### src/rtl/eye_ctrl_pkg.sv
package eye_ctrl_pkg;
  typedef enum logic [1:0] {
    STEP_HOLD = 2'd0,
    STEP_DOWN = 2'd1,
    STEP_UP   = 2'd2
  } step_e;
endpackage

### src/rtl/eye_pair_qual.sv
// Scores the worst-case 0->1 transition: flags a mismatch on the rising bit.
module eye_pair_qual (
  input  logic clk,
  input  logic rst_n,
  input  logic en,
  input  logic data_bit,
  input  logic mon_bit,
  output logic err_hit
);
  logic prev_q, prev_d;
  logic pvld_q, pvld_d;

  always_comb begin
    prev_d = prev_q;
    pvld_d = pvld_q;
    if (!en) begin
      pvld_d = 1'b0;
    end else begin
      prev_d = data_bit;
      pvld_d = 1'b1;
    end
  end

  always_ff @(posedge clk or negedge rst_n) begin
    if (!rst_n) begin
      prev_q <= 1'b0;
      pvld_q <= 1'b0;
    end else begin
      prev_q <= prev_d;
      pvld_q <= pvld_d;
    end
  end

  assign err_hit = en & pvld_q & ~prev_q & data_bit & (data_bit ^ mon_bit);

  // the cycle after a disabled cycle never scores an error
  p_no_pred_r10: assert property (@(posedge clk) disable iff (!rst_n)
    (!en) |=> !err_hit);
endmodule

### src/rtl/eye_err_window.sv
// Counts bits and qualified errors over a window and picks a step direction.
module eye_err_window
  import eye_ctrl_pkg::*;
#(
  parameter int WIN_W = 12
) (
  input  logic             clk,
  input  logic             rst_n,
  input  logic             en,
  input  logic             err_hit,
  input  logic [WIN_W-1:0] win_len,
  input  logic [WIN_W-1:0] err_limit,
  output logic             win_last,
  output step_e            step
);
  localparam int CW = WIN_W + 1;

  logic [WIN_W-1:0] cnt_q, cnt_d;
  logic [WIN_W-1:0] err_q, err_d;
  logic [CW-1:0]    err_tot;

  assign err_tot  = {1'b0, err_q} + CW'(err_hit);
  assign win_last = ({1'b0, cnt_q} + CW'(1)) >= {1'b0, win_len};

  always_comb begin
    if (err_tot == '0)
      step = STEP_DOWN;
    else if (err_tot > {1'b0, err_limit})
      step = STEP_UP;
    else
      step = STEP_HOLD;
  end

  always_comb begin
    cnt_d = cnt_q;
    err_d = err_q;
    if (!en) begin
      cnt_d = '0;
      err_d = '0;
    end else if (win_last) begin
      cnt_d = '0;
      err_d = '0;
    end else begin
      cnt_d = cnt_q + 1'b1;
      err_d = err_tot[WIN_W-1:0];
    end
  end

  always_ff @(posedge clk or negedge rst_n) begin
    if (!rst_n) begin
      cnt_q <= '0;
      err_q <= '0;
    end else begin
      cnt_q <= cnt_d;
      err_q <= err_d;
    end
  end

  // one error at most per scored bit, so errors never outnumber bits
  p_err_bound_r2: assert property (@(posedge clk) disable iff (!rst_n)
    err_q <= cnt_q);
  // disabled cycle empties both counters
  p_clear_r9: assert property (@(posedge clk) disable iff (!rst_n)
    (!en) |=> (cnt_q == '0 && err_q == '0));
endmodule

### src/rtl/eye_code_step.sv
// Holds the saturating supply code and emits the change strobe.
module eye_code_step
  import eye_ctrl_pkg::*;
#(
  parameter int CODE_W     = 6,
  parameter int RESET_CODE = 63
) (
  input  logic              clk,
  input  logic              rst_n,
  input  logic              en,
  input  logic              win_last,
  input  step_e             step,
  output logic [CODE_W-1:0] code,
  output logic              upd
);
  localparam logic [CODE_W-1:0] CODE_MAX  = {CODE_W{1'b1}};
  localparam logic [CODE_W-1:0] CODE_INIT = CODE_W'(RESET_CODE);

  logic [CODE_W-1:0] code_q, code_d;
  logic              upd_q, upd_d;

  always_comb begin
    code_d = code_q;
    upd_d  = 1'b0;
    if (en && win_last) begin
      unique case (step)
        STEP_DOWN: if (code_q != '0) begin
          code_d = code_q - 1'b1;
          upd_d  = 1'b1;
        end
        STEP_UP: if (code_q != CODE_MAX) begin
          code_d = code_q + 1'b1;
          upd_d  = 1'b1;
        end
        default: code_d = code_q;
      endcase
    end
  end

  always_ff @(posedge clk or negedge rst_n) begin
    if (!rst_n) begin
      code_q <= CODE_INIT;
      upd_q  <= 1'b0;
    end else begin
      code_q <= code_d;
      upd_q  <= upd_d;
    end
  end

  assign code = code_q;
  assign upd  = upd_q;

  // strobe if and only if the code moved on the last edge
  p_strobe_change_r8: assert property (@(posedge clk) disable iff (!rst_n)
    upd_q == (code_q != $past(code_q)));
  // a decision never moves the code by more than one LSB
  p_single_step_r4: assert property (@(posedge clk) disable iff (!rst_n)
    (code_q == $past(code_q)) || (code_q == $past(code_q) + 1'b1) ||
    (code_q == $past(code_q) - 1'b1));
  // code frozen while disabled
  p_freeze_r9: assert property (@(posedge clk) disable iff (!rst_n)
    (!en) |=> $stable(code_q));
  // no wrap from the lower end
  p_floor_r7: assert property (@(posedge clk) disable iff (!rst_n)
    (code_q == '0) |=> (code_q != CODE_MAX));
endmodule

### src/rtl/eye_supply_ctrl.sv
module eye_supply_ctrl
  import eye_ctrl_pkg::*;
#(
  parameter int WIN_W      = 12,
  parameter int CODE_W     = 6,
  parameter int RESET_CODE = 63
) (
  input  logic              clk,
  input  logic              rst_n,
  input  logic              enable,
  input  logic              data_bit,
  input  logic              mon_bit,
  input  logic [WIN_W-1:0]  win_len,
  input  logic [WIN_W-1:0]  err_limit,
  output logic [CODE_W-1:0] supply_code,
  output logic              supply_upd
);
  logic  err_hit;
  logic  win_last;
  step_e step;

  eye_pair_qual u_qual (
    .clk      (clk),
    .rst_n    (rst_n),
    .en       (enable),
    .data_bit (data_bit),
    .mon_bit  (mon_bit),
    .err_hit  (err_hit)
  );

  eye_err_window #(.WIN_W(WIN_W)) u_win (
    .clk       (clk),
    .rst_n     (rst_n),
    .en        (enable),
    .err_hit   (err_hit),
    .win_len   (win_len),
    .err_limit (err_limit),
    .win_last  (win_last),
    .step      (step)
  );

  eye_code_step #(.CODE_W(CODE_W), .RESET_CODE(RESET_CODE)) u_step (
    .clk      (clk),
    .rst_n    (rst_n),
    .en       (enable),
    .win_last (win_last),
    .step     (step),
    .code     (supply_code),
    .upd      (supply_upd)
  );
endmodule

### config.mk
export PLATFORM = sky130hd
export DESIGN_NAME = eye_supply_ctrl
export DESIGN_NICKNAME = d
export VERILOG_FILES = /design/src/rtl/eye_ctrl_pkg.sv /design/src/rtl/eye_pair_qual.sv /design/src/rtl/eye_err_window.sv /design/src/rtl/eye_code_step.sv /design/src/rtl/eye_supply_ctrl.sv
export SDC_FILE = /design/constraint.sdc
export NUM_CORES = 1
export LEC_CHECK = 0
export BUFFER_PORTS_ARGS = -buffer_cell sky130_fd_sc_hd__clkbuf_2
export CAP_MARGIN = 20
export CELL_PAD_IN_SITES_DETAIL_PLACEMENT = 0
export CELL_PAD_IN_SITES_GLOBAL_PLACEMENT = 1
export CORE_MARGIN = 4
export CORE_UTILIZATION = 45
export DETAILED_ROUTE_END_ITERATION = 10
export GPL_TIMING_DRIVEN = 0
export PLACE_DENSITY_LB_ADDON = 0.1
export SYNTH_ARGS = -nofsm -noshare
export SYNTH_HDL_FRONTEND = slang
export SYNTH_HIERARCHICAL = 1
export SYNTH_SLANG_ARGS = --single-unit
### constraint.sdc
create_clock -name clk -period 4.95 [get_ports clk]
set_input_delay 0.99 -clock clk [delete_from_list [all_inputs] [get_ports clk]]
set_output_delay 0.99 -clock clk [all_outputs]
set_load 0.005 [all_outputs]
; Word level (Yosys, flattened, before mapping)
; Index checks and enable logic that the tools add are counted.
[totals]
ff_bits = 33
latchBits = 0
ramBits = 0
rom_bits = 0
in_bits = 29
output_inout_bits = 7
word_cells = 43
n_memories = 0
[classes]
addsub = 5
n_mul = 0
n_div = 0
magnitude_cmp = 2
n_eq_ne = 5
shift = 0
mux = 14
bitwise_logic = 6
reduce_logical = 5
[op_table]
columns = cell, n
row1 = $mux 12, 4
row2 = $add 12x1->13, 1
row3 = $add 12x1->13 const B, 1
row4 = $ge 13x12->1, 1
row5 = $gt 13x12->1, 1
row6 = $logic_not 13->1, 1
row7 = $add 12x1->12 const B, 1
row8 = $mux 6, 2
row9 = $pmux 6 s2, 1
row10 = $add 6x1->6 const B, 1
row11 = $ne 6x6->1 const B, 1
row12 = $reduce_bool 6->1, 1
row13 = $sub 6x1->6 const B, 1
row14 = $and 1x1->1, 4
row15 = $mux 1, 4
row16 = $mux 2, 2
row17 = $ne 2x1->1 const B, 2
row18 = $reduce_and 4->1, 1
row19 = $eq 2x1->1 const B, 1
row20 = $eq 2x2->1 const B, 1
row21 = $pmux 1 s2, 1
row22 = $reduce_bool 2->1, 1
row23 = $logic_and 1x1->1, 1
row24 = $not 1->1, 1
row25 = $xor 1x1->1, 1

; Longest topological paths before layout
; Gate-level depths: netlist (run 1).
[logic_depth]
ltp_word = 11
mapped_depth = 22
depth_no_buf = 21

; By module
; The synthesis (run 1) kept the hierarchy.
[modules_own_cells]
columns = mod, instances, cells_per_inst, area_each_um2, seq_area_each_um2
row1 = eye_err_window, 1, 218, 2099.5, 600.6
row2 = eye_code_step, 1, 59, 555.5, 182.7
row3 = eye_pair_qual, 1, 5, 77.6, 50.0

; Least setup slack after synthesis (run 1)
; No wires, ideal clock.
[synth_path]
path_kind = in2reg
start = input mon_bit
end = register u_step.code_q[5] (netlist: u_step/code[5])
setup_time_ns = 0.080
arrival_ns = 4.432
required_ns = 4.870
slack_ns = 0.438
path_stages = 21
path_buffers = 1
path_cell_list = nand4b_1 > nor2_1 > ha_1 > ha_1 > nand4_1 > nor3_1 > xor2_1 > ha_1 > nand2_1 > o21a_1 > o211ai_1 > o21ai_0 > a2bb2oi_2 > ha_1 > buf_6 > inv_1 > ha_1 > a21o_1 > a31oi_1 > mux2_2 > xor2_1
[synth_between]
elab_chain_cells = 9
elab_cells_between_ends = 14
cone_classes = add/sub (1) / order compare (1) / eq/ne (4) / mux (3) / bitwise (2) / reduce/logical (3)
[synth_rtl]
columns = item, line_no
row1 = from (decl), eye_supply_ctrl.sv:12  ; input logic mon_bit,
row2 = $xor 1x1->1 (*), eye_pair_qual.sv:34  ; assign err_hit = en & pvld_q & ~prev_q & data_bit & (data_bit ^ mon_bit);
row3 = $and 1x1->1 (*), eye_pair_qual.sv:34
row4 = net err_hit, eye_supply_ctrl.sv:18  ; logic err_hit;
row5 = $add 12x1->13 (*), eye_err_window.sv:22  ; assign err_tot = {1'b0, err_q} + CW'(err_hit);
row6 = $gt 13x12->1, eye_err_window.sv:28  ; else if (err_tot > {1'b0, err_limit})
row7 = $mux 2, eye_err_window.sv:28
row8 = $mux 2 (*), eye_err_window.sv:26  ; if (err_tot == '0)
row9 = net step[1], eye_supply_ctrl.sv:20  ; step_e step;
row10 = $eq 2x2->1 or $eq 2x1->1 (tied branches), eye_code_step.sv:26  ; unique case (step)
row11 = $ne 2x1->1 (no line) or $reduce_bool 2->1 (tied branches), -
row12 = $reduce_and 4->1 (no line), -
row13 = to (signal assigned), eye_code_step.sv:45  ; code_q <= code_d;
row14 = to (decl), eye_code_step.sv:19  ; logic [CODE_W-1:0] code_q, code_d;
; Mark *: on every way through the listed nets, which the timed path passes. The rest lies on a longest branch.
; A chain may end at the register's enable or synchronous reset.

; Worst setup path after layout (run 1)
[layout_path]
start = input enable
end = register u_step.code_q[5] (netlist: u_step/code[5])
[layout_between]
elab_chain_cells = 11
elab_cells_between_ends = 17
cone_classes = add/sub (1) / order compare (1) / eq/ne (4) / mux (3) / bitwise (4) / reduce/logical (4)
[layout_rtl]
columns = item, line_no
row1 = from (decl), eye_supply_ctrl.sv:10  ; input logic enable,
row2 = $and 1x1->1 (*) (4 in a row), eye_pair_qual.sv:34
row3 = net err_hit, eye_supply_ctrl.sv:18
row4 = $add 12x1->13 (*), eye_err_window.sv:22
row5 = $gt 13x12->1, eye_err_window.sv:28
row6 = $mux 2, eye_err_window.sv:28
row7 = $mux 2 (*), eye_err_window.sv:26
row8 = net step[1], eye_supply_ctrl.sv:20
row9 = $eq 2x2->1 or $eq 2x1->1 (tied branches), eye_code_step.sv:26
row10 = $ne 2x1->1 (no line) or $reduce_bool 2->1 (tied branches), -
row11 = $reduce_and 4->1 (no line), -
; Marks and branches as above.

==> results.md, run 1 <==
Outcome:
- The run finished with clean final reports.

STA:
- For the pin with the worst max-slew slack, the measured transition is slightly below 0.9 ns.
- The worst-case clock skew is 0.00605 ns.
- Setup violations remaining at the end of the flow were counted as 0.
- The smallest clock period supported by the final layout is computed as between 4 and 5 ns.
- The count of endpoints failing hold in the final timing report is 0.
- Based on the critical path, the design can be clocked at up to ~0.21 GHz.
- The final number of max-transition violations is 0.
- The part of the cycle the worst path needs is 0.954.
- The worst slew margin relative to its limit is 0.423.

Power and ir drop:
- The portion of total power attributed to combinational logic is 0.117.
- The clock network power share is 0.391.
- The total power consumption of the routed design is approximately 0.57 mW.
- In this run the power density over the cells is 179 mW/mm².
- The maximum vdd ir drop is roughly 0.00011 V.
- The static power due to leakage is approximately 1.6 nW.
- The net switching power of the design is 0.142 mW.
- The share of total power dissipated in sequential elements is 0.492.
- Internal power comes to roughly 0.43 mW.
- Of the total power, the share spent switching nets is 0.248.

Drt:
- The number of iterations in the first detailed-routing pass is 4.
- The antenna violation net count after detailed routing is 0.
- Dividing the detail-routed wire length by the instance count gives 15.0 µm.
- After detailed routing, the number of remaining DRC violations is 0.
- The first routing iteration left 82 violations.
- Using the TritonRoute via totals, the vias-per-cell ratio works out to roughly 5.3.
- The routed wire length is approximately 6 mm.
- The detailed-route via count is approximately 2100.

Finish:
- Counting the fill cells in the layout gives between 500 and 600.
- The area growth from synthesis to layout is 17.3%.
- The ratio of cells with drive above 1 in the final layout is 0.287.
- The final non-filler cell area is about 0.0032 mm².
- The total number of nets in the final design is 390.
- The utilization after layout is 0.541.
- The diode insertion count for antenna repair is 0.

Logic synthesis:
- The most used flip-flop cell after synthesis is sky130_fd_sc_hd__dfrtp_1.
- The share of synthesized area in the top cell type comes to 0.247.
- The number of cells produced by synthesis is ~280.
- Each instance of the synthesized netlist takes up on average roughly 9.7 µm².
- During synthesis, Yosys emitted a total of 6 warnings.
- The most frequently used cell type in the post-synthesis netlist is sky130_fd_sc_hd__inv_1.
- The post-synthesis register bit count is 33.
- The distinct cell type count of the synthesized netlist is 47.
- The number of synthesized flops with an enable pin is 0.
- The commonest cells after synthesis are sky130_fd_sc_hd__inv_1 (38), sky130_fd_sc_hd__ha_1 (34), sky130_fd_sc_hd__dfrtp_1 (27).
- The net count after synthesis is between 300 and 400.
- For this run, asynchronously set or reset flops after synthesis account for 1.00.
- By area the synthesized netlist is led by sky130_fd_sc_hd__dfrtp_1 (25%), sky130_fd_sc_hd__ha_1 (16%), sky130_fd_sc_hd__nor4b_2 (6.6%), sky130_fd_sc_hd__dfstp_2 (5.8%), sky130_fd_sc_hd__xnor2_1 (5.4%).
- The total standard cell area after synthesis is around 0.0027 mm².
- The biggest area consumer among synthesized cells is sky130_fd_sc_hd__dfrtp_1.
- Of the synthesized area, sequential elements account for 0.305.

Critical path:
- On the worst path, the slowest cell contributes a delay of roughly 0.37 ns.
- The arrival time of the worst setup path is ~4.9 ns.
- Walking the worst path, the cells encountered are clkbuf_2, nand4b_1, nor2_4, ha_4, nand2_2, nor4_4, xnor2_2, inv_1, ha_1, a21oi_1, o21a_1, o211ai_1, o21ai_2, a2bb2oi_2, ha_1, buf_6, inv_2, ha_1, a21o_1, a31oi_1, mux2_2, xor2_1.
- STA classifies the critical path endpoint as a register.
- The startpoint type of the worst setup path is an input port.
- The largest fanout on the critical path is 10.
- The slowest library cell on the worst path is sky130_fd_sc_hd__nor4_4.
- The critical path data required time is between 5 and 6 ns.
- The startpoint-to-endpoint class of the critical path is in -> reg.
- The most numerous cell type found on the critical path is sky130_fd_sc_hd__ha_1.

Global route:
- Entering global routing, the biggest net connects 34 pins.
- The initial antenna violation count is 0.
- The global-route wire length before repair is between 9 and 10 mm.
- For this run the aggregate overflow at the end of global routing stands at 0.
- The number of global-route vias before repair came to between 2000 and 2500.
- For this run, the total global-route usage over all layers was measured as 0.170.

Die:
- The placeable core region is around 0.006 mm².
- The area of the die is about 0.0074 mm².
- The count of pins on the block boundary is 36.
- Measured along the x axis, the die boundary spans approximately 86 µm.
- The height of the chip is 85.9 µm.
- Row generation in the floorplan step produced 28 rows.
- The effective utilization at floorplan is 0.462.

Flow run:
- The number of maximum-capacitance violations is 0.

Placement:
- Once detailed placement completed, the half-perimeter wirelength came to between 4 and 5 mm.
- The placer congestion estimate is between 0.8 and 0.9.
- The number of input and output port buffers inserted is 35.
- The instance area after placement is roughly 0.003 mm².

Clocking:
- The clock net in this run drives a total of 33 sinks.
- The CTS tree is yes.
- The clock-pin slew on the worst setup and hold paths is 0.07 ns.
- The buffer levels on the longest clock path is 2.
- The number of CTS-inserted buffers is 5.
- The number of H-tree branching levels is 2.
- The root buffer cell is sky130_fd_sc_hd__clkbuf_8.
- Hold repair after CTS inserted 0 buffers.
- The clock reaches the later pin of the worst-skew pair after 0.28 ns.

Worst hold path:
- The tightest min-delay check is of the reg -> reg type.
-- critical path: cells and delay by family --
kind	cells	cell delay [ns]
AOI/OAI and AO/OA	7	1.04
xor gates and xnor gates	2	0.32
adders and majority gates	4	0.93
buffers and inverters	4	0.44
muxes	1	0.36
and+or+nand+nor	4	0.86
-- per-layer routing --
| metal | wire [µm] | GRT usage | vias up |
|---|---|---|---|
| met5 | 0 | 0 | - |
| met4 | 30 | 0.0432 | 0 |
| met3 | 251 | 0.0307 | 2 |
| met2 | 2840 | 0.270 | 44 |
| met1 | 2910 | 0.238 | 999 |
| li1 | - | - | 1099 |
-- area by class of cell --
type | instances | area, µm² | area share
multi-input cells | 203 | 1770 | 0.551
flip-flops and latches | 33 | 833 | 0.260
repair buffers | 38 | 198 | 0.0617
inverters | 38 | 143 | 0.0445
clock buffers | 7 | 96.3 | 0.0301
well taps | 75 | 93.8 | 0.0293
plain buffers | 8 | 70.1 | 0.0219
clock inverters | 1 | 5.00 | 0.00156
-- cell families after synthesis --
kind of cell,share of synthesized area
compound gates,0.0980
xor+xnor,0.0865
fa+ha+maj,0.156
buf+inv,0.0778
flops,0.305
mux,0.0137
simple gates,0.263
-- sequential cells by signal, summed over array words and instances (netlist names) --
name,flops
u_step/upd,1
u_qual/pvld_q,1
u_qual/prev_q,1
u_win/err_q,12
u_win/cnt_q,12
u_step/code,6
-- power groups by stage --
stage	Clock (mW)	Sequential, mW	Combinational [mW]
finish	0.224	0.282	0.0670
CTS	0.231	0.281	0.0677
global placement	0	0.286	0.0659
global route	0.244	0.283	0.0772
detailed placement	0	0.286	0.0671
floorplan	0	0.284	0.0401
-- what timing repair did --
| item | CTS | global route |
|---|---|---|
| endpoints found under the hold margin | 0 | 0 |
| endpoints found under the setup margin | 1 | 2 |
| pin swaps | 0 | 12 |
| cloned | 0 | 0 |
| gates resized for setup | 1 | 15 |
| setup buffers | 0 | 3 |
-- final timing paths --
| path | slack (ns) | endpoint | start | cells after the start |
|---|---|---|---|---|
| max | 0.23 | u_step/code[5] | enable | 22 |
| min | 0.51 | u_step/code[3] | u_step/code[3] | 2 |
| max reg2reg | 0.78 | u_step/code[5] | u_qual/pvld_q | 21 |
| min reg2reg | 0.51 | u_step/code[3] | u_step/code[3] | 2 |
| max in group asynchronous | 3.59 | u_win/err_q[4] | rst_n | 1 |
| min in group asynchronous | 0.81 | u_win/cnt_q[7] | rst_n | 1 |
-- through the flow --
stage	setup slack, ns	hold slack, ns	std cells	TNS (ns)
floorplan	0.438	0.483	282	0
global placement	-0.339	0.494	392	-0.404
detailed placement	-0.333	0.502	392	-0.401
CTS	0.0347	0.513	400	0
global route	-0.0463	0.530	403	-0.0463
finish	0.229	0.510	403	0
-- placed cells by master, fill, tap and decap left out, drive strengths merged --
cell | synthesis | routed
clkbuf | 3 | 45
inv | 38 | 38
ha | 34 | 34
dfrtp | 27 | 27
xnor2 | 17 | 17
nor4b | 17 | 17
nand2 | 16 | 16
nor2 | 14 | 14
nand3 | 13 | 13
nor4 | 13 | 13
a21oi | 11 | 11
xor2 | 10 | 10
nand4 | 9 | 9
o21ai | 8 | 8
buf | 5 | 8
nor3 | 7 | 7
dfstp | 6 | 6
a21o | 5 | 5
a31oi | 3 | 3
and4 | 3 | 3
mux2 | 3 | 3
or2 | 3 | 3
o211ai | 3 | 3
a41oi | 2 | 2
nand2b | 2 | 2
nor2b | 2 | 2
o21a | 2 | 2
clkinv | 0 | 1
nand4b | 1 | 1
a311o | 1 | 1
a221oi | 1 | 1
a211o | 1 | 1
or4 | 1 | 1
a2bb2oi | 1 | 1
No activity file was read; power rests on OpenSTA's default activity.
==> inputs of run 2 (changes only) <==
--- a/config.mk
+++ b/config.mk
@@ -5,12 +5,13 @@
 export SDC_FILE = /design/constraint.sdc
 export NUM_CORES = 1
 export LEC_CHECK = 0
+export ABC_AREA = 1
 export BUFFER_PORTS_ARGS = -buffer_cell sky130_fd_sc_hd__clkbuf_2
 export CAP_MARGIN = 20
 export CELL_PAD_IN_SITES_DETAIL_PLACEMENT = 0
 export CELL_PAD_IN_SITES_GLOBAL_PLACEMENT = 1
 export CORE_MARGIN = 4
-export CORE_UTILIZATION = 45
+export CORE_UTILIZATION = 42
 export DETAILED_ROUTE_END_ITERATION = 10
 export GPL_TIMING_DRIVEN = 0
 export PLACE_DENSITY_LB_ADDON = 0.1
==> run 2 against run 1 <==
  * Largest cell class unchanged
  * Clock skew up 0.0018 ns
  * Critical path depth up 7
  * Non-clock buffer count down 7
  * Core utilization down 4.8 points
  * Synthesized area up 6.9%
  * Cell count up 35%
  * Worst hold slack about the same
  * Critical path type unchanged
  * Total power up 8.9%
  * Clock power up 15%
  * Wire length up 0.36%
==> results.md, run 2 <==
Logic synthesis:
- The average cell area after synthesis is approximately 6.9 µm².
- For this run, the number of Yosys warnings is 6.
- Counting flops and latches in the post-synthesis netlist gives 33.
- The number of nets in the synthesized netlist is roughly 490.
- The proportion of synthesized flip-flops having asynchronous set or reset is 1.00.
- By area the synthesized netlist is led by sky130_fd_sc_hd__dfrtp_1 (23%), sky130_fd_sc_hd__nand2_1 (16%), sky130_fd_sc_hd__ha_1 (15%), sky130_fd_sc_hd__inv_1 (10%), sky130_fd_sc_hd__dfstp_2 (5.4%).
- Ranked by instance count, the synthesized netlist is headed by sky130_fd_sc_hd__nand2_1 (127), sky130_fd_sc_hd__inv_1 (79), sky130_fd_sc_hd__ha_1 (34), sky130_fd_sc_hd__nor2_1 (34), sky130_fd_sc_hd__nand3_1 (30).
- The share of the Yosys chip area taken by registers is 0.285.
- The top-area cell type share of the netlist area is 0.231.
- The synthesized design spends more area on one cell type than any other, namely sky130_fd_sc_hd__dfrtp_1.
- By instance count, the leading cell after synthesis is sky130_fd_sc_hd__nand2_1.
- In this run the cell area of the synthesized design comes to 0.00292 mm².
- The number of synthesized flops with an enable pin is 0.
- The number of cells produced by synthesis is 422.
- Synthesis instantiated 30 different standard cells from the library.
- Among all flip-flop cells after synthesis, the most frequent one is sky130_fd_sc_hd__dfrtp_1.

Drt:
- After detailed routing, the met3 layer carries 180 µm of wire.
- Summed over all layers, the routed wires come to 6.05 mm.
- In the final routed layout, each cell accounts on average for roughly 11 µm.
- The antenna violation net count after detailed routing is 0.
- The post-detailed-route DRC marker count is 0.
- Before antenna repair, the detailed router went through 4 iterations.
- In this run the top signal layer used is met3.
- The met1 layer wirelength in the final routing is ~3.1 mm.
- The via-per-instance ratio is 4.71.
- The wire length on met2 is ~2.8 mm.
- The first-iteration detailed-routing DRC count is 95.
- The detailed-route via count is about 2600.

Worst hold path:
- The worst hold path terminates at u_step/code[4].
- The path type of the worst min-delay path is reg -> reg.
- The start point of the worst hold path is u_step/code[4].
- The worst hold path passes through 2 cells.

Critical path:
- The worst setup path is captured at a register.
- The startpoint-to-endpoint class of the critical path is in -> reg.
- The endpoint of the lowest-slack register-to-register path is u_step/code[4].
- Among all stages on the critical path, the largest delay is contributed by sky130_fd_sc_hd__ha_1.
- The critical path's most frequent cell is sky130_fd_sc_hd__nand2_1.
- The arrival time of the worst setup path is 4.82 ns.
- The launch point of the worst reg-to-reg path is u_qual/prev_q.
- The worst-case register-to-register setup slack is between 0.8 and 0.9 ns.
- Measured in cells, the most critical reg-to-reg path has a length of 29.
- The worst setup path is launched from an input port.
- The largest single stage delay on the critical path is around 0.33 ns.
- STA puts the critical path data required time at about 5.2 ns.
- The largest fanout on the critical path is 11.

Finish:
- The total number of nets in the final design is about 530.
- The area growth from synthesis to layout is 14.1%.
- The number of antenna diodes in the final layout is 0.
- For this run, the share of the core covered by cells in the final layout is 0.493.
- The count of cells in the finished layout, fillers not included, comes to approximately 550.
- In the layout the commonest cells are sky130_fd_sc_hd__nand2_1 (126), sky130_fd_sc_hd__inv_1 (79), sky130_fd_sc_hd__clkbuf_2 (34), sky130_fd_sc_hd__nor2_1 (34), sky130_fd_sc_hd__ha_1 (32).
- Leaving out fill and tap cells, the most frequent cell in the layout is sky130_fd_sc_hd__nand2_1.
- The ratio of cells with drive above 1 in the final layout is 0.191.

Power and ir drop:
- The power density over cell area is 187 mW/mm².
- The static power due to leakage is approximately 1.9 nW.
- VDD sags by at most ~0.00015 V.

Clocking:
- The cts-stage hold buffer count is 0.
- The number of H-tree branching levels is 2.
- The clock passes through at most 2 buffers.
- TritonCTS created 5 clock buffers.
- The clock sink count is 33.
- Clock tree synthesis selected as its root buffer the cell sky130_fd_sc_hd__clkbuf_8.
- For the worst-skew pair, the clock arrives at the later sink with an insertion delay of 0.28 ns.
- The CTS tree is yes.
- Clock-pin slew was measured on the worst setup and hold paths at around 0.07 ns.

Global route:
- The first global-routing pass estimated roughly 11 mm of wire.
- Entering global routing, the biggest net connects 34 pins.
- In the global route stage, overall resource usage came out at 0.155.
- The remaining global-route overflow is 0.
- The initial antenna violation count came to 0.
- The number of global-route vias before repair came to around 2400.

STA:
- For the final database, setup skew stands at 0.00784 ns.
- Setup repair after global routing left no endpoint under its margin.
- Of the available clock period, the critical path in the final layout requires 0.929.
- The final number of max-transition violations is 0.
- The upper clock frequency limit is between 0.2 and 0.25 GHz.
- For the pin with the worst max-slew slack, the measured transition is ~0.85 ns.
- The worst slew margin relative to its limit is 0.431.
- The setup-violating endpoint count in the final report is 0.
- The final-layout worst hold slack is approximately 0.51 ns.
- The count of endpoints failing hold in the final timing report is 0.
- The minimum period implied by the final worst setup slack is 4.60 ns.

Flow run:
- The number of maximum-capacitance violations is 0.

Placement:
- The number of instances in the placed design is about 540.
- The placer congestion estimate is 0.806.
- The number of input and output port buffers inserted is 35.
- The post-detailed-placement half-perimeter wirelength is roughly 4.9 mm.

Outcome:
- The flow ran to the end, and the final reports show no timing, DRC or antenna violations.

Die:
- The effective utilization at floorplan is 0.432.
- The standard-cell row count is 30.
- The area of the die is about 0.0084 mm².
- The placeable core region is ~0.0068 mm².
- Pin placement for this block handled 36 I/O pins.
- The floorplan step set the die height to around 91 µm.
- The floorplan die width is a little over 90 µm.
## run 2: cell families (layout without fill, tap and decap cells)
logic type,Yosys count,after routing,share of synthesized area
AO/OA/AOI/OAI,27,27,0.0587
XOR/XNOR,12,12,0.0386
adder cells (fa/ha/maj),34,34,0.146
buffers and inverters,84,127,0.113
flip-flops,33,33,0.285
AND/OR/NAND/NOR,232,232,0.359
## run 2: worst max-delay path, delay by kind of cell
family,cells,cell delay [ns]
AOI/OAI and AO/OA,2,0.32
and+or+nand+nor,17,1.69
adders and majority gates,5,1.29
buffers and inverters,5,0.53
## run 2: layout make-up
cell class / count / area (µm²)
plain buffers: 4 / 30.0
inverters: 80 / 300
clock buffers: 5 / 68.8
clock inverters: 3 / 46.3
well taps: 80 / 100
repair buffers: 35 / 175
fillers: 702 / 3420
flip-flops and latches: 33 / 833
multi-input cells: 305 / 1780
## run 2: power by group
| part | switching [mW] | internal (mW) |
|---|---|---|
| combinational | 0.0479 | 0.0342 |
| clock | 0.107 | 0.151 |
| sequential | 0.00740 | 0.277 |
## run 2: routing by layer
metal | up-vias | track usage
li1 | 1386 | -
met1 | 1141 | 0.216
met2 | 41 | 0.254
met3 | 0 | 0.0298
met4 | 0 | 0.0188
met5 | - | 0
## run 2: worst max path at each step
stage	from	cells past startpoint	end	slack [ns]
global route	enable	29	u_step/code[4]	0.04
CTS	enable	29	u_step/code[5]	0.16
detailed placement	enable	29	u_step/code[5]	-0.12
global placement	enable	29	u_step/code[4]	-0.08
floorplan	mon_bit	28	u_step/code[5]	0.74
finish	enable	29	u_step/code[4]	0.35
## run 2: what timing repair did
action,CTS,global route
setup endpoints to repair,0,3
hold endpoints to repair,0,0
gates resized for setup,0,6
setup buffers,0,0
## run 2: stage by stage
step	power [mW]	instance area, µm²	TNS [ns]	setup slack, ns
finish	0.624	3330	0	0.352
global route	0.666	3330	0	0.0392
CTS	0.636	3310	0	0.161
detailed placement	0.372	3200	-0.228	-0.120
global placement	0.370	3200	-0.152	-0.0842
floorplan	0.340	2920	0	0.737
